--- src/rtl/pk_shift_pkg.sv ---
package pk_shift_pkg;

    localparam int OP_W = 5;

    typedef enum logic [OP_W-1:0] {
        OP_PSS_DW = 5'h00,
        OP_PSS_WB = 5'h01,
        OP_PUS_WB = 5'h02,
        OP_UNLO_B = 5'h04,
        OP_UNLO_W = 5'h05,
        OP_UNLO_D = 5'h06,
        OP_UNHI_B = 5'h08,
        OP_UNHI_W = 5'h09,
        OP_UNHI_D = 5'h0A,
        OP_SLL_W  = 5'h10,
        OP_SLL_D  = 5'h11,
        OP_SLL_Q  = 5'h12,
        OP_SRL_W  = 5'h14,
        OP_SRL_D  = 5'h15,
        OP_SRL_Q  = 5'h16,
        OP_SRA_W  = 5'h18,
        OP_SRA_D  = 5'h19
    } op_e;

    typedef enum logic [1:0] {
        SH_LEFT = 2'd0,
        SH_RLOG = 2'd1,
        SH_RARI = 2'd2
    } shkind_e;

    typedef enum logic [1:0] {
        NW_S_DW = 2'd0,
        NW_S_WB = 2'd1,
        NW_U_WB = 2'd2
    } narrow_e;

    typedef enum logic {
        ST_IDLE   = 1'b0,
        ST_LOADED = 1'b1
    } st_e;

endpackage

--- src/rtl/pk_sat_pack.sv ---
module pk_sat_pack
    import pk_shift_pkg::*;
#(
    parameter int DATA_W = 64
) (
    input  logic [DATA_W-1:0] opa,
    input  logic [DATA_W-1:0] opb,
    input  narrow_e           mode,
    output logic [DATA_W-1:0] res
);
    localparam int N_DW = DATA_W / 32;
    localparam int N_WD = DATA_W / 16;

    function automatic logic [15:0] clamp_s16(input logic signed [31:0] v);
        if (v > 32'sd32767)       return 16'h7FFF;
        else if (v < -32'sd32768) return 16'h8000;
        else                      return v[15:0];
    endfunction

    function automatic logic [7:0] clamp_s8(input logic signed [15:0] v);
        if (v > 16'sd127)       return 8'h7F;
        else if (v < -16'sd128) return 8'h80;
        else                    return v[7:0];
    endfunction

    function automatic logic [7:0] clamp_u8(input logic signed [15:0] v);
        if (v < 16'sd0)        return 8'h00;
        else if (v > 16'sd255) return 8'hFF;
        else                   return v[7:0];
    endfunction

    logic [DATA_W-1:0] r_dw, r_swb, r_uwb;

    for (genvar i = 0; i < N_DW; i++) begin : g_dw
        assign r_dw[16*i +: 16]        = clamp_s16(opa[32*i +: 32]);
        assign r_dw[16*(i+N_DW) +: 16] = clamp_s16(opb[32*i +: 32]);
    end

    for (genvar i = 0; i < N_WD; i++) begin : g_wb
        assign r_swb[8*i +: 8]        = clamp_s8(opa[16*i +: 16]);
        assign r_swb[8*(i+N_WD) +: 8] = clamp_s8(opb[16*i +: 16]);
        assign r_uwb[8*i +: 8]        = clamp_u8(opa[16*i +: 16]);
        assign r_uwb[8*(i+N_WD) +: 8] = clamp_u8(opb[16*i +: 16]);
    end

    always_comb begin
        unique case (mode)
            NW_S_DW: res = r_dw;
            NW_S_WB: res = r_swb;
            NW_U_WB: res = r_uwb;
            default: res = '0;
        endcase
    end
endmodule

--- src/rtl/pk_unpack.sv ---
module pk_unpack #(
    parameter int DATA_W = 64
) (
    input  logic [DATA_W-1:0] opa,
    input  logic [DATA_W-1:0] opb,
    input  logic              upper,
    input  logic [1:0]        gran,
    output logic [DATA_W-1:0] res
);
    localparam int N_GRAN = 3;

    logic [N_GRAN-1:0][DATA_W-1:0] r_lo;
    logic [N_GRAN-1:0][DATA_W-1:0] r_hi;

    for (genvar g = 0; g < N_GRAN; g++) begin : g_gran
        localparam int EW = 8 << g;
        localparam int NE = DATA_W / (2 * EW);
        for (genvar i = 0; i < NE; i++) begin : g_el
            assign r_lo[g][(2*i)*EW +: EW]   = opa[i*EW +: EW];
            assign r_lo[g][(2*i+1)*EW +: EW] = opb[i*EW +: EW];
            assign r_hi[g][(2*i)*EW +: EW]   = opa[(i+NE)*EW +: EW];
            assign r_hi[g][(2*i+1)*EW +: EW] = opb[(i+NE)*EW +: EW];
        end
    end

    always_comb begin
        res = '0;
        if (gran < 2'(N_GRAN)) begin
            res = upper ? r_hi[gran] : r_lo[gran];
        end
    end
endmodule

--- src/rtl/pk_lane_shift.sv ---
module pk_lane_shift
    import pk_shift_pkg::*;
#(
    parameter int LANE_W = 16
) (
    input  logic [LANE_W-1:0] din,
    input  logic [LANE_W-1:0] cnt,
    input  shkind_e           kind,
    output logic [LANE_W-1:0] dout
);
    localparam int SH_W = $clog2(LANE_W);

    logic            oversize;
    logic [SH_W-1:0] amt;

    assign oversize = |(cnt >> SH_W);
    assign amt      = cnt[SH_W-1:0];

    always_comb begin
        unique case (kind)
            SH_LEFT: dout = oversize ? '0 : (din << amt);
            SH_RLOG: dout = oversize ? '0 : (din >> amt);
            SH_RARI: dout = oversize ? {LANE_W{din[LANE_W-1]}}
                                     : LANE_W'($signed(din) >>> amt);
            default: dout = '0;
        endcase
    end
endmodule

--- src/rtl/pk_shift_unit.sv ---
module pk_shift_unit
    import pk_shift_pkg::*;
#(
    parameter int DATA_W = 64,
    parameter int CNT_W  = 8
) (
    input  logic              clk,
    input  logic              rst_n,
    input  logic              in_valid,
    input  logic [4:0]        op,
    input  logic [DATA_W-1:0] opa,
    input  logic [DATA_W-1:0] opb,
    input  logic              imm_sel,
    input  logic [CNT_W-1:0]  imm_cnt,
    output logic              out_valid,
    output logic [DATA_W-1:0] out_data
);
    localparam int N_SHG = 3;

    // ---------------- decode ----------------
    narrow_e  nw_mode;
    logic     un_upper;
    logic [1:0] un_gran;
    shkind_e  sh_kind;
    logic [1:0] sh_gran;

    always_comb begin
        nw_mode  = NW_S_DW;
        un_upper = op[3];
        un_gran  = op[1:0];
        sh_kind  = SH_LEFT;
        sh_gran  = op[1:0];
        unique case (op[4:2])
            3'b000: nw_mode = narrow_e'(op[1:0]);
            3'b100: sh_kind = SH_LEFT;
            3'b101: sh_kind = SH_RLOG;
            3'b110: sh_kind = SH_RARI;
            default: sh_kind = SH_LEFT;
        endcase
    end

    // ---------------- datapaths ----------------
    logic [DATA_W-1:0] nw_res, un_res;

    pk_sat_pack #(.DATA_W(DATA_W)) u_pack (
        .opa (opa),
        .opb (opb),
        .mode(nw_mode),
        .res (nw_res)
    );

    pk_unpack #(.DATA_W(DATA_W)) u_unpack (
        .opa  (opa),
        .opb  (opb),
        .upper(un_upper),
        .gran (un_gran),
        .res  (un_res)
    );

    logic [N_SHG-1:0][DATA_W-1:0] sh_res;

    for (genvar g = 0; g < N_SHG; g++) begin : g_shg
        localparam int LW = 16 << g;
        localparam int NL = DATA_W / LW;
        for (genvar i = 0; i < NL; i++) begin : g_lane
            logic [LW-1:0] lane_cnt;
            assign lane_cnt = imm_sel ? LW'(imm_cnt) : opb[i*LW +: LW];
            pk_lane_shift #(.LANE_W(LW)) u_lane (
                .din (opa[i*LW +: LW]),
                .cnt (lane_cnt),
                .kind(sh_kind),
                .dout(sh_res[g][i*LW +: LW])
            );
        end
    end

    // ---------------- result select ----------------
    logic [DATA_W-1:0] nxt_data;

    always_comb begin
        unique case (op)
            OP_PSS_DW, OP_PSS_WB, OP_PUS_WB:
                nxt_data = nw_res;
            OP_UNLO_B, OP_UNLO_W, OP_UNLO_D,
            OP_UNHI_B, OP_UNHI_W, OP_UNHI_D:
                nxt_data = un_res;
            OP_SLL_W, OP_SLL_D, OP_SLL_Q,
            OP_SRL_W, OP_SRL_D, OP_SRL_Q,
            OP_SRA_W, OP_SRA_D:
                nxt_data = sh_res[sh_gran];
            default:
                nxt_data = '0;
        endcase
    end

    // ---------------- controller ----------------
    st_e state, state_nxt;

    always_comb begin
        unique case (state)
            ST_IDLE:   state_nxt = in_valid ? ST_LOADED : ST_IDLE;
            ST_LOADED: state_nxt = in_valid ? ST_LOADED : ST_IDLE;
            default:   state_nxt = ST_IDLE;
        endcase
    end

    always_ff @(posedge clk) begin
        if (!rst_n) state <= ST_IDLE;
        else        state <= state_nxt;
    end

    always_ff @(posedge clk) begin
        if (!rst_n)        out_data <= '0;
        else if (in_valid) out_data <= nxt_data;
    end

    assign out_valid = (state == ST_LOADED);

endmodule

--- config.mk ---
export PLATFORM = sky130hd
export DESIGN_NAME = pk_shift_unit
export DESIGN_NICKNAME = d
export VERILOG_FILES = /design/src/rtl/pk_shift_pkg.sv /design/src/rtl/pk_sat_pack.sv /design/src/rtl/pk_unpack.sv /design/src/rtl/pk_lane_shift.sv /design/src/rtl/pk_shift_unit.sv
export SDC_FILE = /design/constraint.sdc
export NUM_CORES = 2
export LEC_CHECK = 0
export BUFFER_PORTS_ARGS = -buffer_cell sky130_fd_sc_hd__buf_2
export CAP_MARGIN = 10
export CORE_AREA = 2 2 238 240
export CTS_BUF_LIST = sky130_fd_sc_hd__clkbuf_8
export DETAILED_ROUTE_END_ITERATION = 8
export DIE_AREA = 0 0 240 242
export GPL_ROUTABILITY_DRIVEN = 1
export GPL_TIMING_DRIVEN = 1
export HOLD_SLACK_MARGIN = 0.12
export PLACE_DENSITY = 0.81
export SETUP_SLACK_MARGIN = 0.5
export SYNTH_ARGS = -nofsm -noshare
export SYNTH_HDL_FRONTEND = slang
export SYNTH_SLANG_ARGS = --single-unit
export TNS_END_PERCENT = 50
--- constraint.sdc ---
create_clock -name clk -period 6.6 [get_ports clk]
set_clock_uncertainty 0.15 [all_clocks]
set_input_delay 0.33 -clock clk [delete_from_list [all_inputs] [get_ports clk]]
set_output_delay 0.33 -clock clk [all_outputs]
set_load 0.05 [all_outputs]
==> flow_metrics.py, run 1 <==
metrics = {
    "global_routing": {
        "grt_pass1_vias": 40286,
        "grt_pass1_wl_um": 302000,
        "grt_start_max_net_pins": 94,
        "grt.total_usage": 0.716,
        "grt.overflow.total": 20,
    },
    "clock_tree": {
        "cts_setup_buffers": 0,
        "root_buffer": "clkbuf_8",
        "cts_resized": 0,
        "postCtsHoldBufs": 0,
        "htreeDepth": 3,
        "cts_sinks": 65,
        "cts_made_buffers": 9,
        "cts_buffer_depth": 2,
    },
    "yosys": {
        "syn-num-nets": 4170,
        "synth-seq-cells": 65,
        "synth_edf_count": 0,
        "yosysWarningCount": 0,
        "ys_top_cells_by_area": "mux4_2 18%, mux2i_1 12%, nand2_1 6.0%, o21ai_0 5.8%, a21oi_1 5.7%",
        "ys_seq_area_frac": 0.0447,
        "netlist_instances": 4025,
        "synth_ff_type": "dfxtp_1",
        "syn_area_um2": 29100,
        "ys_async_sr_fraction": 0,
        "synth_area_leader_cell": "mux4_2",
        "syn_area_per_cell_um2": 7.23,
        "synth_top_area_share": 0.180,
        "yosysUniqueCellTypes": 92,
    },
    "run_status": {
        "haltStage": "5_1_grt",
        "stop_error": "[ERROR GRT-0116] Global routing finished with congestion. Check the congestion regions in the DRC Viewer.",
        "status": "did not finish",
    },
    "floorplan": {
        "fp.dieH_um": 242,
        "fp.dieW_um": 240,
        "rows": 87,
        "start_util": 0.522,
        "num_io_pins": 210,
    },
    "place": {
        "routabilityCongestion": 1.27,
        "place_ws_ns": 1.04,
        "port-buffer-count": 209,
        "hpwlAfterDp_um": 147000,
    },
}
-- stage by stage --
stage                     cell area (um^2)  instances  hold WS (ns)
after floorplan                      29100       4025         0.420
after global placement               30600       4665         0.352
after detailed placement             30600       4666         0.357
after CTS                            30800       4681         0.373
-- kinds of logic after synthesis --
kind of cell           Yosys count  share of synthesized area
XOR/XNOR                         3                   0.000903
flip-flops                      65                     0.0447
multiplexers                   670                      0.335
AO/OA/AOI/OAI                 1508                      0.345
buffers and inverters          524                     0.0767
AND/OR/NAND/NOR               1255                      0.198
-- synthesized netlist by cell type, drive strengths merged (17+ instances only) --
library cell    n
or3            28
or4            17
a221oi         39
a2111oi        19
a211oi         81
dfxtp          65
o21a           19
a21o           19
o211ai        110
mux4          233
nand4          47
and3           22
nand3         143
a21oi         333
o21ai         347
nor3           93
o31ai          49
a311oi         19
mux2i         360
o2111ai        21
nand2         470
clkbuf        335
o22ai          65
nor2          302
nor2b          39
buf           175
mux2           77
a22oi          48
a31oi          71
o221ai         76
nor4           41
-- routing by layer --
layer / global-route usage / GRT overflow
met1: 0.773 / 0
met2: 0.891 / 12
met3: 0.511 / 0
met4: 0.645 / 8
met5: 0.156 / 0
==> inputs of run 2 (changes only) <==
--- a/config.mk
+++ b/config.mk
@@ -7,15 +7,12 @@
 export LEC_CHECK = 0
 export BUFFER_PORTS_ARGS = -buffer_cell sky130_fd_sc_hd__buf_2
 export CAP_MARGIN = 10
-export CORE_AREA = 2 2 238 240
-export CTS_BUF_LIST = sky130_fd_sc_hd__clkbuf_8
+export CORE_AREA = 2 2 280 282
 export DETAILED_ROUTE_END_ITERATION = 8
-export DIE_AREA = 0 0 240 242
+export DIE_AREA = 0 0 282 284
 export GPL_ROUTABILITY_DRIVEN = 1
 export GPL_TIMING_DRIVEN = 1
-export HOLD_SLACK_MARGIN = 0.12
-export PLACE_DENSITY = 0.81
-export SETUP_SLACK_MARGIN = 0.5
+export PLACE_DENSITY_LB_ADDON = 0.15
 export SYNTH_ARGS = -nofsm -noshare
 export SYNTH_HDL_FRONTEND = slang
 export SYNTH_SLANG_ARGS = --single-unit
==> run 2 against run 1 <==
Synthesized cell count did not move. Area after synthesis unchanged. The run now ends clean.
==> flow_metrics.py, run 2 <==
metrics = {
    "yosys": {
        "post-synth-top-count-cell": "nand2_1",
        "yosysUniqueCellTypes": 92,
        "synth_area_leader_cell": "mux4_2",
        "synth_ff_type": "dfxtp_1",
        "synth_compound_area_frac": 0.345,
        "synth_xor_xnor_area_share": 0.000903,
        "synth_top_area_share": 0.180,
        "ys_async_sr_fraction": 0,
        "yosys-top-cells-count": "468 x nand2_1, 356 x mux2i_1, 337 x o21ai_0",
        "ys_top_cells_by_area": "mux4_2 18%, mux2i_1 12%, nand2_1 6.0%, o21ai_0 5.8%, a21oi_1 5.7%",
        "synth_edf_count": 0,
        "syn-num-nets": 4170,
        "synthMuxAreaShare": 0.335,
        "syn_area_per_cell_um2": 7.23,
        "synth_simple_gate_area_frac": 0.198,
        "netlist_instances": 4025,
        "ys_seq_area_frac": 0.0447,
        "synth-seq-cells": 65,
        "syn_area_um2": 29100,
        "synth_top_family_by_area": "compound AO/OA/AOI/OAI gates",
        "synthAdderAreaFrac": 0,
        "yosysWarningCount": 0,
    },
    "global_routing": {
        "grt_start_max_net_pins": 123,
        "grt_pass1_wl_um": 320000,
        "grt_antenna_before_repair": 18,
        "grt.total_usage": 0.570,
        "grt.overflow.total": 0,
        "grt_pass1_vias": 37075,
    },
    "setup_path": {
        "r2r-start": "out_data[56]$_SDFFE_PN0P_",
        "cp-start-kind": "input port",
        "worstPathMaxFanout": 86,
        "ff2ff_path_depth": 5,
        "cp_data_arrival_time_ns": 5.30,
        "worstSetupStartpoint": "imm_sel",
        "worstSetupPathType": "in -> reg",
        "end_kind": "flip-flop",
        "r2r_end": "out_data[56]$_SDFFE_PN0P_",
        "cp.required_ns": 6.70,
        "reg2reg_slack_ns": 3.62,
    },
    "power": {
        "p_per_area_nw_per_um2": 146,
        "power.leakage_uw": 0.0111,
        "power.total_uw": 4610,
        "ir_worst_vdd_uv": 124,
    },
    "drt": {
        "ant_nets": 0,
        "drt_iter0_drc": 8516,
        "dr.pass1.iters": 8,
        "vias_per_cell": 8.20,
        "wl_per_cell_um": 47.0,
        "num_vias": 41196,
        "wirelength_um": 236000,
        "post-route-drc-count": 0,
    },
    "timing": {
        "slew_violations": 0,
        "rsz0062_at_grt": "false",
        "relSlewSlack": 0.0562,
        "layout_setup_ws_ns": 1.40,
        "max_freq_mhz": 192,
        "fin_tns_setup_ns": 0,
        "min_period_ns": 5.20,
        "worstMarginPinSlew_ns": 1.41,
        "setup_viol": 0,
        "final_hold_viol_count": 0,
        "finalCritPeriodShare": 0.788,
    },
    "final_layout": {
        "regMostFlops": "out_data",
        "mostFrequentLayoutCells": "467 x nand2_1, 343 x mux2i_1, 334 x o21ai_0",
        "n_fill_cell": 8244,
        "drive_above_1_share": 0.212,
        "final_core_util": 0.412,
        "final_common_cell": "nand2_1",
        "layout.nets": 4105,
        "fin_area_um2": 31700,
        "area_growth_pct": 8.98,
        "largest_register_ff_count": 64,
    },
    "clock_tree": {
        "cts.clk_slew.worst_paths_ns": 0.07,
        "postCtsHoldBufs": 0,
        "insertion_delay_ns": 0.39,
        "cts_made_buffers": 9,
        "cts_tree": "done",
        "cts_sinks": 65,
        "cts_buffer_depth": 2,
        "cts_setup_buffers": 0,
        "htreeDepth": 3,
        "cts_resized": 0,
        "root_buffer": "clkbuf_16",
    },
    "hold_path": {
        "min_to": "out_data[21]$_SDFFE_PN0P_",
        "hp-class": "in -> reg",
        "holdPathStages": 3,
        "hp-start": "rst_n",
    },
    "floorplan": {
        "rows": 102,
        "fp.dieH_um": 284,
        "dieArea_um2": 80100,
        "num_io_pins": 210,
        "core_area_um2": 77000,
        "fp.dieW_um": 282,
        "start_util": 0.378,
    },
    "job": {
        "maxCapViolations": 0,
    },
    "place": {
        "port-buffer-count": 209,
        "post_dp_cell_area_um2": 31400,
        "hpwlAfterDp_um": 175000,
        "routabilityCongestion": 1.13,
        "place_ws_ns": 1.31,
    },
    "run_status": {
        "status": "finished clean",
    },
}
## run 2: cell counts after synthesis
No cell type changed its count.
## run 2: metal layers
layer / track usage / part of all wire
met1: 0.651 / 0.33
met5: 0.00733 / 0.00053
met4: 0.503 / 0.12
met2: 0.814 / 0.40
met3: 0.231 / 0.14
## run 2: worst max-delay path, stage by stage
cell and delay (ns):
buf_4 0.66, mux2_8 0.71, buf_4 0.38, nand2_1 0.46
nor2_1 0.13, a21oi_1 0.76, o221ai_1 0.67, a2111oi_0 0.90
o31ai_1 0.16
## run 2: worst max path at each step
stage                                end  slack, ns  cells after the start
3_3_place_gp   out_data[20]$_SDFFE_PN0P_       1.29                      9
4_1_cts        out_data[20]$_SDFFE_PN0P_       1.66                      9
3_5_place_dp   out_data[20]$_SDFFE_PN0P_       1.31                      9
5_1_grt        out_data[62]$_SDFFE_PN0P_       1.49                     10
6_report       out_data[20]$_SDFFE_PN0P_       1.40                      9
2_1_floorplan  out_data[42]$_SDFFE_PN0P_       3.44                     11
## run 2: where the power goes
part | total (uW) | internal, uW | switching [uW]
Clock | 503 | 253 | 250
Sequential | 456 | 416 | 40.4
Combinational | 3660 | 1050 | 2600
## run 2: cells by family (layout without fill, tap and decap cells)
kind of cell	Yosys count	in the layout
AND/OR/NAND/NOR	1255	1255
other	0	18
flip-flops	65	65
buffers and inverters	524	464
multiplexers	670	670
XOR/XNOR	3	3
AO/OA/AOI/OAI	1508	1508
## run 2: metrics by stage
step | hold slack, ns | std cells
6_report | 0.340 | 5023
4_1_cts | 0.309 | 5003
3_3_place_gp | 0.335 | 4986
3_5_place_dp | 0.353 | 4987
2_1_floorplan | 0.420 | 4025
5_1_grt | 0.344 | 5007
## run 2: cell type report
type	instances	area (um^2)	share of cell area
timing repair buffer	434	2860	0.0901
tap	1040	1300	0.0410
antenna	18	45.0	0.00142
clock buffer	12	236	0.00746
clock inverter	4	20.0	0.000631
inverter	14	52.6	0.00166
sequential	65	1300	0.0410
multi-input combinational	3436	25900	0.817
No activity file was read; power rests on OpenSTA's default activity.
